## src/rtl/recip_pkg.sv

```systemverilog
package recip_pkg;

   typedef enum logic {
      MODE_RECIP = 1'b0,
      MODE_CONV  = 1'b1
   } meas_mode_e;

   function automatic int unsigned hold_width(input int unsigned hold);
      return (hold < 2) ? 1 : $clog2(hold + 1);
   endfunction

endpackage

```

## src/rtl/rc_gate_sync.sv

```systemverilog
module rc_gate_sync (
   input  logic clk,
   input  logic rst_n,
   input  logic clr,
   input  logic tick,
   input  logic arm,
   input  logic req,
   output logic q
);

   always_ff @(posedge clk or negedge rst_n) begin
      if (!rst_n)            q <= 1'b0;
      else if (clr)          q <= 1'b0;
      else if (tick && arm)  q <= req;
   end

   // an unarmed stage never moves
   a_r3_unarmed_hold: assert property (@(posedge clk) disable iff (!rst_n)
      (!arm && !clr) |=> $stable(q));

   // the output only moves on a sampling tick
   a_r4_moves_on_tick: assert property (@(posedge clk) disable iff (!rst_n)
      (!tick && !clr) |=> $stable(q));

endmodule

```

## src/rtl/rc_prescaled_count.sv

```systemverilog
module rc_prescaled_count #(
   parameter int unsigned PRE_W    = 7,
   parameter int unsigned EXT_W    = 32,
   parameter bit          SATURATE = 1'b1
) (
   input  logic                   clk,
   input  logic                   rst_n,
   input  logic                   clr,
   input  logic                   inc,
   output logic [PRE_W+EXT_W-1:0] total
);

   localparam int unsigned TOT_W = PRE_W + EXT_W;

   initial begin
      assert (PRE_W >= 1 && PRE_W <= 16) else $error("PRE_W out of range");
      assert (EXT_W >= 1 && EXT_W <= 48) else $error("EXT_W out of range");
   end

   logic [PRE_W-1:0] pre_q;
   logic [EXT_W-1:0] ext_q;
   logic             carry;
   logic             full;
   logic             step;

   assign carry = &pre_q;
   assign full  = carry & (&ext_q);

   generate
      if (SATURATE) begin : g_sat
         assign step = inc & ~full;
      end else begin : g_wrap
         assign step = inc;
      end
   endgenerate

   always_ff @(posedge clk or negedge rst_n) begin
      if (!rst_n) begin
         pre_q <= '0;
         ext_q <= '0;
      end else if (clr) begin
         pre_q <= '0;
         ext_q <= '0;
      end else if (step) begin
         pre_q <= pre_q + 1'b1;
         if (carry) ext_q <= ext_q + 1'b1;
      end
   end

   assign total = {ext_q, pre_q};

   // the combined total advances by at most one per cycle
   a_r10_single_step: assert property (@(posedge clk) disable iff (!rst_n)
      !clr |=> (total == $past(total) || total == $past(total) + 1'b1));

   generate
      if (SATURATE) begin : g_sat_chk
         // a full total stays full
         a_r11_saturate: assert property (@(posedge clk) disable iff (!rst_n)
            (&total && !clr) |=> &total);
      end
   endgenerate

   logic [TOT_W-1:0] unused_w;
   assign unused_w = total;

endmodule

```

## src/rtl/rc_gate_stretch.sv

```systemverilog
module rc_gate_stretch
   import recip_pkg::*;
#(
   parameter int unsigned HOLD = 16
) (
   input  logic clk,
   input  logic rst_n,
   input  logic clr,
   input  logic gate,
   output logic stat
);

   localparam int unsigned CW = hold_width(HOLD);
   localparam logic [CW-1:0] HOLD_C = CW'(HOLD);

   initial begin
      assert (HOLD >= 1 && HOLD <= 65535) else $error("HOLD out of range");
   end

   logic [CW-1:0] cnt_q;

   always_ff @(posedge clk or negedge rst_n) begin
      if (!rst_n)              cnt_q <= '0;
      else if (clr)            cnt_q <= '0;
      else if (gate)           cnt_q <= HOLD_C;
      else if (cnt_q != '0)    cnt_q <= cnt_q - 1'b1;
   end

   assign stat = gate | (cnt_q != '0);

   // status survives the falling edge of the gate
   a_r9_hold_after_fall: assert property (@(posedge clk) disable iff (!rst_n)
      ($fell(gate) && !$past(clr)) |-> stat);

endmodule

```

## src/rtl/recip_gate_core.sv

```systemverilog
module recip_gate_core
   import recip_pkg::*;
#(
   parameter int unsigned EV_PRE_W  = 7,
   parameter int unsigned TM_PRE_W  = 8,
   parameter int unsigned EXT_W     = 32,
   parameter int unsigned STAT_HOLD = 16,
   parameter bit          SATURATE  = 1'b1
) (
   input  logic                      clk,
   input  logic                      rst_n,
   input  logic                      meas_clr,
   input  logic                      mode_conv,
   input  logic                      gate_req,
   input  logic                      sig_tick,
   input  logic                      fast_tick,
   input  logic                      slow_tick,
   output logic                      sig_present,
   output logic                      gate_stat,
   output logic                      done,
   output logic [EV_PRE_W+EXT_W-1:0] ev_total,
   output logic [TM_PRE_W+EXT_W-1:0] tm_total
);

   localparam int unsigned EV_W = EV_PRE_W + EXT_W;
   localparam int unsigned TM_W = TM_PRE_W + EXT_W;

   initial begin
      assert (EV_W <= 64 && TM_W <= 64) else $error("total width too large");
   end

   meas_mode_e mode;
   logic       seen_q;
   logic       tick1, tick2;
   logic       g1, g2;
   logic       spent_q;
   logic       g1_closing;

   assign mode = meas_mode_e'(mode_conv);

   always_ff @(posedge clk or negedge rst_n) begin
      if (!rst_n)         seen_q <= 1'b0;
      else if (meas_clr)  seen_q <= 1'b0;
      else if (sig_tick)  seen_q <= 1'b1;
   end

   assign tick1 = (mode == MODE_CONV) ? slow_tick : sig_tick;
   assign tick2 = (mode == MODE_CONV) ? sig_tick  : fast_tick;

   rc_gate_sync u_sync1 (
      .clk   (clk),
      .rst_n (rst_n),
      .clr   (meas_clr),
      .tick  (tick1),
      .arm   (seen_q),
      .req   (gate_req & ~spent_q),
      .q     (g1)
   );

   rc_gate_sync u_sync2 (
      .clk   (clk),
      .rst_n (rst_n),
      .clr   (meas_clr),
      .tick  (tick2),
      .arm   (seen_q),
      .req   (g1),
      .q     (g2)
   );

   assign g1_closing = g1 & tick1 & seen_q & ~gate_req;

   always_ff @(posedge clk or negedge rst_n) begin
      if (!rst_n)          spent_q <= 1'b0;
      else if (meas_clr)   spent_q <= 1'b0;
      else if (g1_closing) spent_q <= 1'b1;
   end

   rc_prescaled_count #(
      .PRE_W    (EV_PRE_W),
      .EXT_W    (EXT_W),
      .SATURATE (SATURATE)
   ) u_ev_cnt (
      .clk   (clk),
      .rst_n (rst_n),
      .clr   (meas_clr),
      .inc   (sig_tick & g1),
      .total (ev_total)
   );

   rc_prescaled_count #(
      .PRE_W    (TM_PRE_W),
      .EXT_W    (EXT_W),
      .SATURATE (SATURATE)
   ) u_tm_cnt (
      .clk   (clk),
      .rst_n (rst_n),
      .clr   (meas_clr),
      .inc   (fast_tick & g2),
      .total (tm_total)
   );

   rc_gate_stretch #(
      .HOLD (STAT_HOLD)
   ) u_stretch (
      .clk   (clk),
      .rst_n (rst_n),
      .clr   (meas_clr),
      .gate  (g1),
      .stat  (gate_stat)
   );

   assign sig_present = seen_q;
   assign done        = spent_q & ~g2;

   // a clear empties both totals and the flags
   a_r1_clear: assert property (@(posedge clk) disable iff (!rst_n)
      meas_clr |=> (ev_total == '0 && tm_total == '0 && !sig_present && !done));

   // totals are frozen once done is high
   a_r7_frozen: assert property (@(posedge clk) disable iff (!rst_n)
      (done && !meas_clr) |=> ($stable(ev_total) && $stable(tm_total)));

   // gate 1 does not reopen in the same measurement
   a_r8_no_reopen: assert property (@(posedge clk) disable iff (!rst_n)
      (spent_q && !meas_clr) |=> !g1);

   // signal present never drops without a clear
   a_r2_sticky: assert property (@(posedge clk) disable iff (!rst_n)
      (sig_present && !meas_clr) |=> sig_present);

endmodule

```

## config.mk

```make
export PLATFORM = sky130hd
export DESIGN_NAME = recip_gate_core
export DESIGN_NICKNAME = d
export VERILOG_FILES = /design/src/rtl/recip_pkg.sv /design/src/rtl/rc_gate_sync.sv /design/src/rtl/rc_prescaled_count.sv /design/src/rtl/rc_gate_stretch.sv /design/src/rtl/recip_gate_core.sv
export SDC_FILE = /design/constraint.sdc
export NUM_CORES = 1
export LEC_CHECK = 0
export CORE_MARGIN = 8
export CORE_UTILIZATION = 45
export DETAILED_ROUTE_END_ITERATION = 8
export PLACE_DENSITY_LB_ADDON = 0.2
export RECOVER_POWER = 100
export SLEW_MARGIN = 30
export SYNTH_ARGS = -nofsm -noshare
export SYNTH_HDL_FRONTEND = slang
export SYNTH_SLANG_ARGS = --single-unit
export TNS_END_PERCENT = 50
```

## constraint.sdc

```tcl
create_clock -name clk -period 3.95 [get_ports clk]
set_clock_uncertainty 0.15 [all_clocks]
set_input_delay 0.395 -clock clk [delete_from_list [all_inputs] [get_ports clk]]
set_output_delay 0.395 -clock clk [all_outputs]
set_load 0.05 [all_outputs]
```

==> impl_metrics.json, run 1 <==
{
  "fin_crit_sh": 0.7859,
  "muxShareOfSynthArea": 0.01340,
  "p_comb_frac": 0.126,
  "n_antenna_cell": 0,
  "synth-simple-area-share": 0.2964,
  "hold_class": "input pin to async pin",
  "hold_violations": 0,
  "fin_tns_setup_ns": 0,
  "synth_xor_area_frac": 0.1107,
  "cpPeakStageDelay_ns": 1.78,
  "rsz0062_at_grt": "false",
  "place_area_sq_um": 5657,
  "cts_buffer_depth": 2,
  "numCtsBuffers": 9,
  "cts_root_buf": "clkbuf_8",
  "total_power_w": 0.001798,
  "slowest_stage": "clkbuf_1",
  "drtAntennaViolNets": 0,
  "worst_r2r_path_depth": 8,
  "syn_to_final_growth_pct": 24.98,
  "yosysMostFrequentCell": "dfrtp_1",
  "drc_errors": 0,
  "setup_viol": 0,
  "syn-cell-area_sq_um": 4668,
  "synthDominantCellAreaShare": 0.4717,
  "synthTopCellsByCount": "dfrtp_1 (88), nor2_1 (84), nand3_1 (36)",
  "drive_above_1_share": 0.06814,
  "path_depth": 3,
  "synth_area_leaders": "dfrtp_1 (47%), nor2_1 (6.8%), xnor2_1 (5.6%)",
  "crit_path_end_kind": "flip-flop",
  "drt_wl_total_um": 11210,
  "post-place-ws_ns": 1.000,
  "synth_top_family_by_area": "simple AND/OR/NAND/NOR gates",
  "slew_violations": 122,
  "hpwl_um": 7989,
  "cts_tree": "yes",
  "ys_seq_area_frac": 0.4717,
  "slew_headroom": -0.6949,
  "ys_types": 44,
  "die_x_um": 117.9,
  "coreArea_sq_um": 10180,
  "r2r_slack_ns": 0.97,
  "p_sw_w": 0.0004872,
  "post_cts_resize_count": 0,
  "worst-path-buf-inv": 2,
  "die_area_sq_um": 13890,
  "yosysWarnings": 0,
  "ys_ff_latch": 88,
  "drt-wirelength-per-cell_um": 15.50,
  "reg2reg_to": "u_ev_cnt.ext_q[21]$_DFFE_PN0P_",
  "drt_first_pass_iters": 5,
  "synth_top_cell_by_area": "dfrtp_1",
  "setup_slack_ns": 0.8458,
  "netlist_instances": 497,
  "avgSynthCellArea_sq_um": 9.393,
  "synth_fa_ha_area_frac": 0.01340,
  "vias": 3900,
  "seq_power_share": 0.522,
  "finalCriticalPeriod_ns": 3.104,
  "max_freq_mhz": 322.1,
  "synth-edff-count": 0,
  "clock_sinks": 88,
  "internal_power_w": 0.001311,
  "clk_latency_ns": 0.36,
  "hold_buffers": 0,
  "grt_pass1_vias": 3837,
  "gp_congestion": 0.8399,
  "power_density_nw_per_um2": 308.2,
  "grt_use_total": 0.1673,
  "port_buffers": 89,
  "crit_path_cell_trace": "clkbuf_1 > clkbuf_2 > nor2_1",
  "crit_type": "input pin to flip-flop",
  "grt_pass1_wl_um": 19350,
  "initialDrtViolationCount": 206,
  "peakVddDrop_mv": 0.2105,
  "routed_via_density": 5.394,
  "synth_ff_type": "dfrtp_1",
  "drv_cap": 2,
  "synth_compound_area_frac": 0.06299,
  "clkPwrFrac": 0.351,
  "die_h_um": 117.9,
  "cp_max_fo": 57,
  "arrival_ns": 3.17,
  "critical-path-top-delay-family": "buffers and inverters",
  "clk_pin_slew_ns": 0.09,
  "grt-ovfl-total": 0,
  "leakage_nw": 2.592,
  "initial_utilization": 0.4584,
  "io_pins": 90,
  "syn_nets": 510,
  "cts-htree-levels": 3,
  "worstSetupStartpointType": "input pin",
  "tightest_slew_ns": 2.542,
  "grt_max_degree": 64,
  "antenna_found_initial": 0,
  "violations": "max-capacitance violations, max-slew violations",
  "final_cell_area_sq_um": 5834,
  "switching_share": 0.2710,
  "core.rowCount": 37,
  "fillers": 917,
  "layout.nets": 595,
  "reg2reg_from": "u_ev_cnt.pre_q[0]$_DFFE_PN0P_",
  "post_cts_buffers": 0,
  "crit_required_ns": 4.01,
  "run_status": "complete, but fails checks",
  "async_flop_share": 1.000
}
==> worst max-delay path by stage <==
stage                                         from                              to  slack [ns]
floorplan           u_tm_cnt.ext_q[20]$_DFFE_PN0P_   u_tm_cnt.pre_q[7]$_DFFE_PN0P_        1.46
global placement                          sig_tick  u_ev_cnt.ext_q[21]$_DFFE_PN0P_        1.07
detailed placement                        sig_tick  u_ev_cnt.ext_q[21]$_DFFE_PN0P_        1.00
CTS                 u_stretch.cnt_q[0]$_DFFE_PN0P_                       gate_stat        1.26
global route                              meas_clr  u_ev_cnt.ext_q[14]$_DFFE_PN0P_        0.50
finish                                    meas_clr  u_ev_cnt.ext_q[14]$_DFFE_PN0P_        0.85
==> logic make-up after synthesis <==
logic type      count (synthesis)
simple gates                  262
flops                          88
xor+xnor                       59
compound gates                 46
buf+inv                        31
mux                             6
fa+ha+maj                       5
==> metal layers <==
metal,GRT usage,wire (um),vias up
met3,0.04412,552,9
met2,0.2669,5417,82
li1,-,-,1904
met1,0.2190,5136,1905
met4,0.04724,100,0
met5,0,0,-
==> metrics by stage <==
stage	utilization	cells	hold slack [ns]
4_1_cts	0.5748	723	0.001150
5_1_grt	0.5729	723	0.4139
3_5_place_dp	0.5554	707	0.3734
3_3_place_gp	0.5552	707	0.3458
2_1_floorplan	-	497	-0.05059
6_report	0.5729	723	0.2643
==> sequential cells by signal, indices dropped and copies added, names as in the netlist <==
name             flops
u_ev_cnt.ext_q      32
spent_q              1
u_tm_cnt.ext_q      32
u_sync2.q            1
sig_present          1
u_tm_cnt.pre_q       8
u_sync1.q            1
u_stretch.cnt_q      5
u_ev_cnt.pre_q       7
==> power by group through the flow <==
stage	combinational (W)	sequential, W	clock (W)
2_1_floorplan	0.000165	0.000956	0
3_5_place_dp	0.000237	0.000957	0
3_3_place_gp	0.000229	0.000956	0
4_1_cts	0.000238	0.000939	0.000644
5_1_grt	0.000258	0.000943	0.000686
6_report	0.000227	0.000939	0.000632
==> cell type report <==
class | count | area, sq um | area share
Multi-Input combinational cell | 378 | 2320 | 0.3976
Sequential cell | 88 | 2202 | 0.3774
Timing Repair Buffer | 94 | 903.4 | 0.1548
Tap cell | 136 | 170.2 | 0.02917
Clock buffer | 11 | 141.4 | 0.02423
Clock inverter | 5 | 56.30 | 0.009650
Inverter | 11 | 41.29 | 0.007077
==> cell usage in the layout, fill, tap and decap left out, types with 4 or more instances in the layout <==
master	Yosys	routed
o21ai_0	13	13
nand3_1	36	36
dfrtp_1	88	88
nor4_1	5	5
inv_1	11	11
a21oi_1	20	20
nand2_1	33	33
and4_1	6	6
dlygate4sd3_1	0	83
xor2_1	29	29
and3_1	13	13
clkbuf_1	9	5
mux2i_1	4	4
xnor2_1	30	30
ha_1	5	5
a211oi_1	4	4
nor2_1	84	84
or3_1	15	15
clkbuf_8	0	10
nand4_1	28	28
nor3_1	20	20
clkdlybuf4s50_1	0	4
Power figures use the tool's default switching activity.
==> run 2: changes to the inputs <==
==> constraint.sdc (replaced) <==
create_clock -name clk -period 2.54 [get_ports clk]
set_clock_uncertainty 0.15 [all_clocks]
set_input_delay 0.254 -clock clk [delete_from_list [all_inputs] [get_ports clk]]
set_output_delay 0.254 -clock clk [all_outputs]
set_load 0.05 [all_outputs]
==> run 2 against run 1 <==
- the run now ends clean
- flip-flop and latch count unchanged
- utilization increased by 2.0 points
- clock-buffer cell count decreased by 1
- worst setup slack got worse by 0.70 ns
- critical path depth increased by 5
- global-route usage increased by 0.37 points
- hold slack improved by 0.020 ns
- register-to-register slack got worse by 0.83 ns
- critical endpoint is now u_ev_cnt.ext_q[21]$_DFFE_PN0P_
- highest routed layer unchanged
==> impl_metrics.json, run 2 (same netlist as run 1, synthesis figures left out) <==
{
  "layout.nets": 616,
  "initial_utilization": 0.4584,
  "fin_tns_setup_ns": 0,
  "numCtsBuffers": 9,
  "place_area_sq_um": 5817,
  "drive_above_1_share": 0.09885,
  "run_status": "completed",
  "clk_latency_ns": 0.35,
  "finalCriticalPeriod_ns": 2.399,
  "r2r_slack_ns": 0.14,
  "antenna_found_initial": 0,
  "max_freq_mhz": 416.9,
  "grt_pass1_vias": 4011,
  "die_h_um": 117.9,
  "worst_r2r_path_depth": 8,
  "seq_power_share": 0.488,
  "rsz0062_at_grt": "false",
  "drc_errors": 0,
  "clkPwrFrac": 0.393,
  "arrival_ns": 2.48,
  "fin_crit_sh": 0.9443,
  "internal_power_w": 0.002227,
  "cts_buffer_depth": 2,
  "reg2reg_to": "u_ev_cnt.ext_q[21]$_DFFE_PN0P_",
  "grt_max_degree": 47,
  "final_common_cell": "dfrtp_1",
  "post_cts_buffers": 0,
  "routed_via_density": 5.452,
  "drtAntennaViolNets": 0,
  "drt_first_pass_iters": 5,
  "power_density_nw_per_um2": 495.7,
  "final_cell_mix": "dfrtp_1 (88), nor2_1 (84), dlygate4sd3_1 (83)",
  "top_regs": "u_ev_cnt.ext_q (32), u_tm_cnt.ext_q (32), u_tm_cnt.pre_q (8)",
  "coreArea_sq_um": 10180,
  "die_area_sq_um": 13890,
  "tightest_slew_ns": 1.061,
  "core.rowCount": 37,
  "cts_root_buf": "clkbuf_8",
  "hpwl_um": 8504,
  "cp_max_fo": 8,
  "peakVddDrop_mv": 0.4120,
  "crit_path_end_kind": "flip-flop",
  "cts-htree-levels": 3,
  "cts_tree": "yes",
  "crit_required_ns": 2.62,
  "hold_violations": 0,
  "whs_path_depth": 2,
  "port_buffers": 89,
  "io_pins": 90,
  "min-delay-start": "meas_clr",
  "drv_cap": 0,
  "n_antenna_cell": 0,
  "worstSetupStartpointType": "flip-flop",
  "drt-wirelength-per-cell_um": 15.72,
  "grt_pass1_wl_um": 19930,
  "hold_class": "input pin to flip-flop",
  "grt-ovfl-total": 0,
  "gp_congestion": 0.8655,
  "holdPathEnd": "u_tm_cnt.pre_q[1]$_DFFE_PN0P_",
  "drt_wl_total_um": 11680,
  "syn_to_final_growth_pct": 29.30,
  "slew_headroom": 0.2925,
  "leakage_nw": 2.717,
  "reg2reg_from": "u_ev_cnt.ext_q[0]$_DFFE_PN0P_",
  "setup_viol": 0,
  "final_cell_area_sq_um": 6036,
  "clk_pin_slew_ns": 0.09,
  "initialDrtViolationCount": 185,
  "grt_use_total": 0.1710,
  "finish.utilization": 0.5926,
  "die_x_um": 117.9,
  "clock_sinks": 88,
  "p_comb_frac": 0.118,
  "vias": 4051,
  "switching_share": 0.2558,
  "crit_type": "flip-flop to flip-flop",
  "slew_violations": 0,
  "p_sw_w": 0.0007655
}
-- run 2: cell count changes in the layout (fill, tap and decap cells not counted), sizes merged --
cell / previous run / this run
clkbuf: 17 / 16
clkinvlp: 1 / 2
bufinv: 1 / 3
buf: 1 / 22
clkinv: 3 / 0
-- run 2: worst max-delay path by stage --
stage / from / endpoint / cells after the start
after CTS: u_stretch.cnt_q[0]$_DFFE_PN0P_ / gate_stat / 5
after floorplan: u_tm_cnt.ext_q[20]$_DFFE_PN0P_ / u_tm_cnt.pre_q[7]$_DFFE_PN0P_ / 6
final: u_ev_cnt.ext_q[0]$_DFFE_PN0P_ / u_ev_cnt.ext_q[21]$_DFFE_PN0P_ / 8
after global placement: fast_tick / u_tm_cnt.ext_q[24]$_DFFE_PN0P_ / 8
after global routing: u_tm_cnt.ext_q[0]$_DFFE_PN0P_ / u_tm_cnt.ext_q[23]$_DFFE_PN0P_ / 6
after detailed placement: u_ev_cnt.ext_q[6]$_DFFE_PN0P_ / u_ev_cnt.ext_q[31]$_DFFE_PN0P_ / 6
-- run 2: power groups by stage --
stage	Clock, W	Sequential (W)	Combinational (W)
4_1_cts	0.00121	0.00146	0.000381
2_1_floorplan	0	0.00149	0.000256
5_1_grt	0.00126	0.00146	0.000401
3_5_place_dp	0	0.00149	0.000378
6_report	0.00118	0.00146	0.000355
3_3_place_gp	0	0.00149	0.000364
-- run 2: metrics by stage --
| step | std cells | hold WS (ns) | setup WS [ns] | power [W] |
|---|---|---|---|---|
| global route | 743 | 0.3078 | 0.03050 | 0.003122 |
| CTS | 743 | 0.2831 | 0.004589 | 0.003047 |
| detailed placement | 727 | 0.1491 | 0.07275 | 0.001867 |
| global placement | 727 | 0.1439 | 0.1112 | 0.001849 |
| finish | 743 | 0.2842 | 0.1415 | 0.002992 |
| floorplan | 497 | -0.1916 | 0.04665 | 0.001743 |
-- run 2: repair_timing --
item / in CTS / in global routing
gates resized for setup: 0 / 2
hold endpoints to repair: 42 / 0
hold buffers: 1 / 0
endpoints found under the setup margin: 0 / 5
-- run 2: per-layer routing --
layer / share of wire / track usage
met1: 0.44 / 0.2102
met2: 0.49 / 0.2833
met3: 0.050 / 0.04365
met4: 0.017 / 0.06325
met5: 0 / 0
-- run 2: cell type report --
cell class	instances	area [sq um]
Tap cell	136	170.2
Timing Repair Buffer	115	1064
Inverter	11	41.29
Multi-Input combinational cell	378	2316
Fill cell	900	4149
Clock buffer	10	137.6
Clock inverter	5	105.1
Sequential cell	88	2202
-- run 2: critical path, cell delays in order (launching register included) --
cell and delay (ns):
dfrtp_1 0.44, ha_1 0.22, nand4_1 0.18, buf_4 0.23
o41a_1 0.47, clkbuf_2 0.21, and3_1 0.19, xnor2_1 0.14
nor2_1 0.05
==> run 3: changes to the inputs <==
--- a/config.mk
+++ b/config.mk
@@ -5,8 +5,10 @@
 export SDC_FILE = /design/constraint.sdc
 export NUM_CORES = 1
 export LEC_CHECK = 0
-export CORE_MARGIN = 8
-export CORE_UTILIZATION = 45
+export CELL_PAD_IN_SITES_DETAIL_PLACEMENT = 0
+export CELL_PAD_IN_SITES_GLOBAL_PLACEMENT = 1
+export CORE_MARGIN = 5
+export CORE_UTILIZATION = 36
 export DETAILED_ROUTE_END_ITERATION = 8
 export PLACE_DENSITY_LB_ADDON = 0.2
 export RECOVER_POWER = 100
==> run 3 against run 2 <==
- the flow now finishes with violations (max-capacitance violations, max-slew violations)
- critical path depth is 2 lower
- clock-buffer cell count stayed put
- cell count is 6.7% higher
- final area is 4.0% higher
- via count is 0.35% lower
- critical endpoint is now u_tm_cnt.pre_q[6]$_DFFE_PN0P_
- largest cell class unchanged
==> impl_metrics.json, run 3 (same netlist as run 1, synthesis figures left out) <==
{
  "cts_tree": "yes",
  "drtAntennaViolNets": 0,
  "leakage_nw": 2.834,
  "fillers": 1216,
  "clock_sinks": 88,
  "die_h_um": 123.9,
  "cts_root_buf": "clkbuf_16",
  "clk_latency_ns": 0.34,
  "cts-htree-levels": 3,
  "top_regs": "u_ev_cnt.ext_q (32), u_tm_cnt.ext_q (32), u_tm_cnt.pre_q (8)",
  "min-delay-start": "meas_clr",
  "worstSetupStartpointType": "flip-flop",
  "crit_path_end_kind": "flip-flop",
  "dp_cells": 777,
  "cp_max_fo": 9,
  "max_freq_mhz": 421.7,
  "hpwl_um": 8724,
  "cts_buffer_depth": 2,
  "instances_no_fill": 793,
  "final_cell_mix": "dfrtp_1 (88), nor2_1 (84), dlygate4sd3_1 (82)",
  "initialDrtViolationCount": 279,
  "layout.nets": 630,
  "grt_pass1_wl_um": 20330,
  "drt_first_pass_iters": 4,
  "slowest_stage": "a211oi_1",
  "post_cts_buffers": 0,
  "grt_max_degree": 64,
  "final_common_cell": "dfrtp_1",
  "setup_viol": 0,
  "grt-ovfl-total": 0,
  "hold_violations": 0,
  "die_area_sq_um": 15350,
  "arrival_ns": 2.45,
  "slew_headroom": -0.02508,
  "crit_type": "flip-flop to flip-flop",
  "io_pins": 90,
  "violations": "max-capacitance violations, max-slew violations",
  "drive_above_1_share": 0.1159,
  "finalCriticalPeriod_ns": 2.371,
  "port_buffers": 89,
  "crit_path_cell_trace": "and4_1 > and3_1 > and4_1 > a211oi_1 > a21oi_1 > a31o_2",
  "crit_path_start": "u_tm_cnt.ext_q[2]$_DFFE_PN0P_",
  "fin_crit_sh": 0.9335,
  "reg2reg_from": "u_tm_cnt.ext_q[2]$_DFFE_PN0P_",
  "drc_errors": 0,
  "coreArea_sq_um": 12670,
  "hold_class": "input pin to flip-flop",
  "rsz0062_at_grt": "false",
  "numCtsBuffers": 9,
  "routed_via_density": 5.091,
  "cpPeakStageDelay_ns": 0.47,
  "fin_tns_setup_ns": 0,
  "tightest_slew_ns": 1.538,
  "worst-path-buf-inv": 0,
  "path_common_cell": "and4_1",
  "die_x_um": 123.9,
  "gp_congestion": 0.7823,
  "peakVddDrop_mv": 0.3467,
  "fin_hold_ws_ns": 0.2315,
  "syn_to_final_growth_pct": 34.47,
  "grt_pass1_vias": 3975,
  "crit_required_ns": 2.62,
  "critical-path-top-delay-family": "simple AND/OR/NAND/NOR gates",
  "drt_wl_total_um": 12100,
  "clk_pin_slew_ns": 0.07,
  "total_power_w": 0.003224,
  "run_status": "complete, but fails checks",
  "initial_utilization": 0.3684,
  "power_density_nw_per_um2": 513.6,
  "grt_use_total": 0.1683,
  "antenna_found_initial": 0,
  "n_antenna_cell": 0,
  "drt-wirelength-per-cell_um": 15.26,
  "vias": 4037,
  "slew_violations": 26,
  "drv_cap": 1,
  "core.rowCount": 41
}
-- run 3: cell types whose count changed in the layout (fill, tap and decap cells not counted), sizes merged --
cell / delta
bufinv: -1
clkdlybuf4s50: +1
clkinvlp: +1
dlygate4sd3: -1
buf: +14
-- run 3: tightest hold or removal path, stage by stage --
cell      delay, ns
clkbuf_1       0.16
nor2_1         0.13
mux2_2         0.14
-- run 3: metrics by stage --
stage          cell area, sq um  utilization  setup slack, ns
2_1_floorplan              4668            -          0.04665
3_3_place_gp               5967       0.4709          0.07320
3_5_place_dp               5978       0.4718          0.04466
4_1_cts                    6300       0.4972          0.01231
5_1_grt                    6277       0.4954          0.01940
6_report                   6277       0.4954           0.1688
-- run 3: cell type report --
type	count	area, sq um	share of cell area
Clock inverter	5	82.58	0.01316
Sequential cell	88	2202	0.3508
Inverter	11	41.29	0.006578
Multi-Input combinational cell	378	2330	0.3711
Clock buffer	10	229.0	0.03648
Tap cell	172	215.2	0.03428
Timing Repair Buffer	129	1177	0.1876
-- run 3: timing repair --
item	CTS	global route
hold buffers	1	0
gates resized for setup	0	3
hold endpoints to repair	25	0
endpoints found under the setup margin	0	12
-- run 3: layer usage --
layer,wire [um],vias to the layer above,track usage
met1,5660,1960,0.2240
met2,5727,80,0.2721
met5,0,-,0
met3,609,7,0.04859
met4,103,0,0.03875
li1,-,1990,-
-- run 3: where the power goes --
part | leakage (nW) | switching (W) | internal [W]
clock network | 0.141 | 0.000552 | 0.000857
registers | 1.22 | 0.0000272 | 0.00144
logic | 1.47 | 0.000234 | 0.000118
-- run 3: path summary, 6_finish.rpt --
| kind | end | slack, ns | cells past startpoint |
|---|---|---|---|
| hold reg to reg | spent_q$_DFFE_PN0P_ | 0.39 | 2 |
| setup reg to reg | u_tm_cnt.pre_q[6]$_DFFE_PN0P_ | 0.17 | 6 |
| min in group asynchronous | u_stretch.cnt_q[3]$_DFFE_PN0P_ | 0.68 | 2 |
| setup / recovery | u_tm_cnt.pre_q[6]$_DFFE_PN0P_ | 0.17 | 6 |
| max in group asynchronous | u_ev_cnt.ext_q[25]$_DFFE_PN0P_ | 0.54 | 3 |
| hold / removal | u_tm_cnt.pre_q[7]$_DFFE_PN0P_ | 0.23 | 3 |
